**src/rtl/cmp_irq_pkg.sv**
```systemverilog
package cmp_irq_pkg;

    localparam int NCH = 2;

    typedef enum logic [1:0] {
        POL_BOTH = 2'b00,
        POL_RISE = 2'b01,
        POL_FALL = 2'b10,
        POL_NONE = 2'b11
    } pol_e;

    // Control word layout, MSB first: bit5 window, bit4 wake, bits3:2 polarity, bit1 ie, bit0 en
    typedef struct packed {
        logic win_sel;
        logic wake_en;
        pol_e pol;
        logic irq_en;
        logic en;
    } ctl_t;

    localparam int CTL_W     = $bits(ctl_t);
    localparam int ST_IRQ    = 0;
    localparam int ST_OUT    = 4;
    localparam int ST_WAKE   = 8;
    localparam int ST_LIVE   = 12;
    localparam int ST_WIN    = 16;
    localparam int ADR_STAT  = 2;

    function automatic logic edge_match(pol_e pol, logic prev, logic cur);
        logic rise;
        logic fall;
        rise = !prev && cur;
        fall = prev && !cur;
        case (pol)
            POL_BOTH: return rise || fall;
            POL_RISE: return rise;
            POL_FALL: return fall;
            default:  return 1'b0;
        endcase
    endfunction

endpackage

```
**src/rtl/cmp_sync.sv**
```systemverilog
module cmp_sync #(
    parameter int WIDTH  = 2,
    parameter int STAGES = 2
) (
    input  logic             clk,
    input  logic             rst,
    input  logic [WIDTH-1:0] d,
    output logic [WIDTH-1:0] q
);
    logic [WIDTH-1:0] stage [STAGES];

    always_ff @(posedge clk) begin
        if (rst) stage[0] <= '0;
        else     stage[0] <= d;
    end

    for (genvar i = 1; i < STAGES; i++) begin : g_stage
        always_ff @(posedge clk) begin
            if (rst) stage[i] <= '0;
            else     stage[i] <= stage[i-1];
        end
    end

    assign q = stage[STAGES-1];
endmodule

```
**src/rtl/cmp_chan.sv**
```systemverilog
module cmp_chan
    import cmp_irq_pkg::*;
(
    input  logic clk,
    input  logic rst,
    input  ctl_t ctl,
    input  logic s_in,
    input  logic clr_irq,
    input  logic clr_wake,
    output logic irq_flag,
    output logic wake_flag,
    output logic live
);
    logic prev_q;
    logic hit;

    // prev tracks the input even while disabled, so enabling sees no stale step
    always_ff @(posedge clk) begin
        if (rst) prev_q <= 1'b0;
        else     prev_q <= s_in;
    end

    assign hit  = ctl.en && edge_match(ctl.pol, prev_q, s_in);
    assign live = ctl.en && s_in;

    always_ff @(posedge clk) begin
        if (rst) begin
            irq_flag  <= 1'b0;
            wake_flag <= 1'b0;
        end else begin
            if (hit)          irq_flag <= 1'b1;
            else if (clr_irq) irq_flag <= 1'b0;
            if (hit && ctl.wake_en) wake_flag <= 1'b1;
            else if (clr_wake)      wake_flag <= 1'b0;
        end
    end

    a_r7_fall_needs_clear: assert property (@(posedge clk) disable iff (rst)
        $fell(irq_flag) |-> $past(clr_irq));
    a_r3_disabled_no_set: assert property (@(posedge clk) disable iff (rst)
        (!ctl.en && !irq_flag) |=> !irq_flag);
    a_r8_set_wins: assert property (@(posedge clk) disable iff (rst)
        hit |=> irq_flag);
    a_r10_wake_needs_enable: assert property (@(posedge clk) disable iff (rst)
        (!ctl.wake_en && !wake_flag) |=> !wake_flag);
    a_r6_reserved_silent: assert property (@(posedge clk) disable iff (rst)
        (ctl.pol == POL_NONE && !irq_flag) |=> !irq_flag);
endmodule

```
**src/rtl/cmp_regs.sv**
```systemverilog
module cmp_regs
    import cmp_irq_pkg::*;
#(
    parameter int ADDR_W = 2,
    parameter int DATA_W = 32
) (
    input  logic              clk,
    input  logic              rst,
    input  logic [ADDR_W-1:0] reg_addr,
    input  logic              reg_we,
    input  logic [DATA_W-1:0] reg_wdata,
    input  logic [NCH-1:0]    irq_flag,
    input  logic [NCH-1:0]    wake_flag,
    input  logic [NCH-1:0]    live,
    input  logic              win,
    output ctl_t [NCH-1:0]    ctl,
    output logic [NCH-1:0]    clr_irq,
    output logic [NCH-1:0]    clr_wake,
    output logic [DATA_W-1:0] reg_rdata
);
    localparam logic [ADDR_W-1:0] STAT_A = ADDR_W'(ADR_STAT);
    logic stat_wr;
    logic [DATA_W-1:0] status;

    assign stat_wr = reg_we && (reg_addr == STAT_A);

    for (genvar n = 0; n < NCH; n++) begin : g_ctl
        always_ff @(posedge clk) begin
            if (rst)
                ctl[n] <= '0;
            else if (reg_we && reg_addr == ADDR_W'(n))
                ctl[n] <= ctl_t'(reg_wdata[CTL_W-1:0]);
        end
        assign clr_irq[n]  = stat_wr && reg_wdata[ST_IRQ+n];
        assign clr_wake[n] = stat_wr && reg_wdata[ST_WAKE+n];
    end

    always_comb begin
        status = '0;
        status[ST_IRQ  +: NCH] = irq_flag;
        status[ST_OUT  +: NCH] = live;
        status[ST_WAKE +: NCH] = wake_flag;
        status[ST_LIVE +: NCH] = live;
        status[ST_WIN]         = win;
    end

    always_comb begin
        reg_rdata = '0;
        if (reg_addr == STAT_A)
            reg_rdata = status;
        else
            for (int n = 0; n < NCH; n++)
                if (reg_addr == ADDR_W'(n)) reg_rdata[CTL_W-1:0] = ctl[n];
    end
endmodule

```
**src/rtl/cmp_edge_irq.sv**
```systemverilog
module cmp_edge_irq
    import cmp_irq_pkg::*;
#(
    parameter int ADDR_W = 2,
    parameter int DATA_W = 32,
    parameter int SYNC_STAGES = 2
) (
    input  logic              clk,
    input  logic              rst,
    input  logic [1:0]        cmp_in,
    input  logic [ADDR_W-1:0] reg_addr,
    input  logic              reg_we,
    input  logic [DATA_W-1:0] reg_wdata,
    output logic [DATA_W-1:0] reg_rdata,
    output logic              irq_o,
    output logic              wake_o
);
    logic [NCH-1:0] s_q, irq_flag, wake_flag, live, clr_irq, clr_wake, ie;
    ctl_t [NCH-1:0] ctl;
    logic win_q;

    cmp_sync #(.WIDTH(NCH), .STAGES(SYNC_STAGES)) i_sync (
        .clk(clk), .rst(rst), .d(cmp_in), .q(s_q)
    );

    cmp_regs #(.ADDR_W(ADDR_W), .DATA_W(DATA_W)) i_regs (
        .clk(clk), .rst(rst), .reg_addr(reg_addr), .reg_we(reg_we),
        .reg_wdata(reg_wdata), .irq_flag(irq_flag), .wake_flag(wake_flag),
        .live(live), .win(win_q), .ctl(ctl), .clr_irq(clr_irq),
        .clr_wake(clr_wake), .reg_rdata(reg_rdata)
    );

    for (genvar n = 0; n < NCH; n++) begin : g_ch
        cmp_chan i_chan (
            .clk(clk), .rst(rst), .ctl(ctl[n]), .s_in(s_q[n]),
            .clr_irq(clr_irq[n]), .clr_wake(clr_wake[n]),
            .irq_flag(irq_flag[n]), .wake_flag(wake_flag[n]), .live(live[n])
        );
        assign ie[n] = ctl[n].irq_en;
    end

    // window: channel 0 above its threshold, channel 1 below its own
    always_ff @(posedge clk) begin
        if (rst) win_q <= 1'b0;
        else     win_q <= ctl[0].win_sel && live[0] && !live[1];
    end

    assign irq_o  = |(ie & (irq_flag | wake_flag));
    assign wake_o = |(ie & wake_flag);

    a_r11_window_off: assert property (@(posedge clk) disable iff (rst)
        !ctl[0].win_sel |=> !win_q);
    a_r9_irq_needs_enable: assert property (@(posedge clk) disable iff (rst)
        irq_o |-> |ie);
    a_r10_wake_implies_irq: assert property (@(posedge clk) disable iff (rst)
        wake_o |-> irq_o);
endmodule

```
**config.mk**
```make
export PLATFORM = sky130hd
export DESIGN_NAME = cmp_edge_irq
export DESIGN_NICKNAME = d
export VERILOG_FILES = /design/src/rtl/cmp_irq_pkg.sv /design/src/rtl/cmp_sync.sv /design/src/rtl/cmp_chan.sv /design/src/rtl/cmp_regs.sv /design/src/rtl/cmp_edge_irq.sv
export SDC_FILE = /design/constraint.sdc
export NUM_CORES = 1
export LEC_CHECK = 0
export BUFFER_PORTS_ARGS = -buffer_cell sky130_fd_sc_hd__buf_4
export CORE_AREA = 2 2 63 65
export CTS_CLUSTER_SIZE = 14
export DETAILED_ROUTE_END_ITERATION = 10
export DIE_AREA = 0 0 65 67
export PLACE_DENSITY = 0.65
export SYNTH_ARGS = -nofsm -noshare
export SYNTH_HDL_FRONTEND = slang
export SYNTH_SLANG_ARGS = --single-unit
```
**constraint.sdc**
```tcl
create_clock -name clk -period 1.55 [get_ports clk]
set_input_delay 0.0775 -clock clk [delete_from_list [all_inputs] [get_ports clk]]
set_output_delay 0.0775 -clock clk [all_outputs]
set_load 0.03 [all_outputs]
```
# Word level (Yosys, flattened, before mapping)
# Memory sizes are Yosys's and may differ from the RTL's.
# Cells that the tools add are included.
# op_classes
n_eq_ne	6
mux	19
n_bitwise	5
n_reduce_logical	35
# ops
op	n
1-bit logical AND	19
6-bit 2-to-1 mux	3
1-bit 2-to-1 mux	11
11-bit 2-to-1 mux	1
2-bit nonzero test	4
2-bit by 1-bit equality test with 1-bit output (second input constant)	3
2-bit equality test (second input constant)	3
2-bit logical NOT	3
1-bit case mux with 3 select lines	2
1-bit logical NOT	5
2-bit bitwise AND	2
2-bit 2-to-1 mux	2
2-bit OR reduction	2
1-bit logical OR	2
1-bit OR	2
2-bit OR	1
# word_totals
out_inout_bits	34
mem_count	1
mem_bits_rw	4
register_bits	19
# mem_list
memory	words	word_bits	read_ports	rd_clocked_by_memory_dff	write_ports	line	rtl
i_sync.stage	2	2	2	0	2	cmp_sync.sv:10	logic [WIDTH-1:0] stage [STAGES];

# Depth between registers and ports, before layout
# An unclocked memory read counts as a cell.
# depth
ltp_word	8
depth_mapped	6

# By module
# From an unflattened synthesis, not the netlist that was laid out.
# unflattened
hier_cells	153
area_unflattened_um2	1385.1
# by_module_without_submodules
module	n_inst	cells_per_inst	area_per_inst_um2	seq_area_each_um2
cmp_regs	1	94	865.8	240.2
cmp_chan	2	22	181.4	60.1
cmp_sync	1	8	105.1	80.1
cmp_edge_irq	1	7	51.3	20.0

# Worst setup path after synthesis
# Ideal clock, no wire load.
# synth_path
kind	register -> output
start	reg i_regs.ctl[4] (netlist name)
end	out reg_rdata[4]
setup_slack_ns	0.305
path_stages_with_launch	4
arrival_ns	1.168
path_buffers	0
required_time_ns	1.472
cell_sequence	dfxtp_1 nor2b_1 a31oi_1 o21ai_0
# synth_via
elab_chain_len	3
# synth_lines
element	line	rtl
6-bit 2-to-1 mux (2 in series)	cmp_regs.sv:53	if (reg_addr == ADDR_W'(n)) reg_rdata[CTL_W-1:0] = ctl[n];
6-bit 2-to-1 mux	cmp_regs.sv:49	if (reg_addr == STAT_A)
to (decl)	cmp_edge_irq.sv:14	output logic [DATA_W-1:0] reg_rdata,
# No other way between the ends.

# Worst setup path after layout
# layout_path
start	reg g_ch[0].i_chan.wake_flag
end	out irq_o
# layout_via
elab_chain_len	3
# layout_lines
element	line	rtl
from (decl)	cmp_chan.sv:11	output logic wake_flag,
from (signal assigned)	cmp_chan.sv:29	wake_flag <= 1'b0;
from (signal assigned)	cmp_chan.sv:33	if (hit && ctl.wake_en) wake_flag <= 1'b1;
from (signal assigned)	cmp_chan.sv:34	else if (clr_wake) wake_flag <= 1'b0;
2-bit OR	cmp_edge_irq.sv:48	assign irq_o = |(ie & (irq_flag | wake_flag));
2-bit bitwise AND	cmp_edge_irq.sv:48	
2-bit OR reduction	cmp_edge_irq.sv:48	
to (decl)	cmp_edge_irq.sv:15	output logic irq_o,
# No other way between the ends.

==> results.cfg <==
[placed_design]
numPlacedInstances = 219
placed_area_mm2 = 0.00140
place_ws_ns = 0.376
io_buffers = 27
finalWeightedCongestion = 0.842
hpwl_um = 1860

[cells_and_area]
syn2layout_area_growth_pct = 15.5
multi_input_area_um2 = 651
diodes = 0
drive_gt1_share_pct = 18.9
final_cell_mix = buf_4 (28), dfxtp_1 (23), conb_1 (21)
final_cell_count_no_fill = 223
regArea_um2 = 460
fin_nets = 219
mostFrequentLayoutCell = buf_4
postLayoutCellArea_mm2 = 0.00145
fillers = 385

[sta]
fin_crit_ns = 1.33
skew_ns = 0.00252
slew_violations = 0
finalHoldViolCount = 0
rsz0062_at_grt = false
fin_setup_tns_ns = 0
fmax_mhz = 750
fin_crit_sh_pct = 86.0
setup_ws_ns = 0.217
final-setup-viol-count = 0

[synthesis]
synth_simple_gate_area_share_pct = 22.2
yosysTopAreaCell = dfxtp_1
syn_inst = 150
yosys-top-cells-area = dfxtp_1 (37%), buf_4 (13%), mux2i_1 (8.8%)
synth_top_family_by_area = simple AND/OR/NAND/NOR gates
syn_area_per_cell_um2 = 8.37
synth_mux_area_share_pct = 8.77
synth_top_area_share_pct = 36.7
synth_xor_area_share_pct = 0
synth-compound-area-share_pct = 10.6
syn-cell-area_mm2 = 0.00125
ys_ff_latch = 23
synth-adder-area-share_pct = 3.99
ys_seq_area_share_pct = 36.7
synth_cell_types = 26
yosys_warnings = 0

[clock_network]
clk_path_buf_depth = 2
cts_made_buffers = 3
clock-sinks = 23
root_buffer = clkbuf_8
insertion_delay_ns = 0.26
cts_setup_buffers = 0
cts_max_level = 1
cts_resized = 0
path_clk_slew_ns = 0.07
postCtsHoldBufs = 0
cts_tree = done

[detailed_routing]
dr_total_vias = 989
wl_um = 2450
drt-initial-drc-count = 31
dr.pass1.iters = 4
ant_nets = 0
drcViolationCount = 0
wl_per_cell_um = 11.0
via_per_inst = 4.43

[pwr]
p_int_mw = 0.850
switchingPower_mw = 0.326
pwr-share-comb_pct = 16.5
power.density_mw_per_mm2 = 812
seqPwrFrac_pct = 52.8
finalPower_mw = 1.18
vdd_drop_max_v = 0.000595
leakage_nw = 0.600
netSwitchingFraction_pct = 27.7
pwr-share-clk_pct = 30.6

[floorplan]
num_rows = 22
ioPinCount = 73
die_height_um = 67
start_util_pct = 34.8
dieWidth_um = 65
die_area_mm2 = 0.00436
coreArea_mm2 = 0.00361

[global_route]
track_usage_pct = 12.5
grt_max_degree = 26
grt_overflow_total = 0
grt_antenna_before_repair = 0
grt_pass1_wl_um = 4120
grt_pass1_vias = 916

[hold_path]
hp-start = cmp_in[1]
holdCritPathClass = in -> reg

[run_status]
status = finished clean

[worst_setup_path]
crit_fanout = 3
required_ns = 1.47
cp-end-kind = output pin
reg2reg_from = g_ch[0].i_chan.prev_q
crit_type = reg -> out
critPathLaunchType = register
critPathLaunch = g_ch[0].i_chan.wake_flag
crit_arrival_ns = 1.26

[flow_run]
maxCapViolCount = 0
-- power by group through the flow --
| stage | logic [mW] | clock network, mW | registers [mW] |
|---|---|---|---|
| final | 0.195 | 0.360 | 0.621 |
| after global routing | 0.212 | 0.406 | 0.624 |
| after CTS | 0.194 | 0.382 | 0.622 |
| after detailed placement | 0.193 | 0 | 0.636 |
| after global placement | 0.193 | 0 | 0.635 |
| after floorplan | 0.188 | 0 | 0.631 |
-- logic make-up (layout without fill, tap and decap cells) --
kind of cell | Yosys count | count (layout)
AOI/OAI and AO/OA | 23 | 23
adders and majority gates | 4 | 4
other | 1 | 21
DFF | 23 | 23
muxes | 11 | 11
and+or+nand+nor | 55 | 55
buffers and inverters | 33 | 38
-- per-stage QoR --
step           hold WS, ns  utilization, %
6_report            0.0226            40.2
5_1_grt             0.0172            40.2
4_1_cts             0.0163            40.2
3_5_place_dp         0.298            38.9
3_3_place_gp         0.290            38.9
2_1_floorplan        0.149               -
-- cell usage after synthesis --
cell type and n:
dfxtp_1 23, buf_4 21, nand2_1 16, nor2_1 12, mux2i_1 11, nand3_1 10, a21oi_1 8, o21ai_0 8
nor2b_1 7, inv_1 6, ha_1 4, and2_1 3, clkbuf_1 3, nand2b_1 3, buf_6 2, o211ai_1 2
o22ai_1 2, a221o_1 1, a22o_1 1, a31oi_1 1, buf_2 1, conb_1 1, nand2_2 1, nand3b_1 1
nor3b_4 1, nor4bb_1 1
-- final timing paths --
path,slack (ns),cells after the start,end
min reg2reg,0.44,1,i_sync.stage[1][0]
max reg2reg,0.37,5,g_ch[0].i_chan.wake_flag
min,0.02,2,i_sync.stage[0][1]
max,0.22,3,irq_o
-- critical path, cell delays in order, from the launching register on --
cell and delay [ns]:
dfxtp_1 0.33, a22o_1 0.25, a221o_1 0.25, buf_4 0.17
-- area by class of cell --
type	count	area share [%]
Multi-Input combinational cell	114	44.9
Sequential cell	23	31.8
Timing Repair Buffer	28	14.5
Tap cell	48	4.15
Clock buffer	4	3.11
Inverter	6	1.55
-- routing by layer --
layer  wire [um]  vias up  global-route usage [%]
met1        1160      439                    15.6
met5           0        -                       0
met3         207        2                    4.56
met2        1060       40                    19.5
li1            -      508                       -
met4          15        0                    4.79
-- registers in the layout (all words and copies together) (netlist names) --
register and cells:
i_sync.stage 4, i_regs.ctl 12, g_ch.i_chan.wake_flag 2, g_ch.i_chan.irq_flag 2, win_q 1, g_ch.i_chan.prev_q 2
Power figures use the tool's default switching activity.
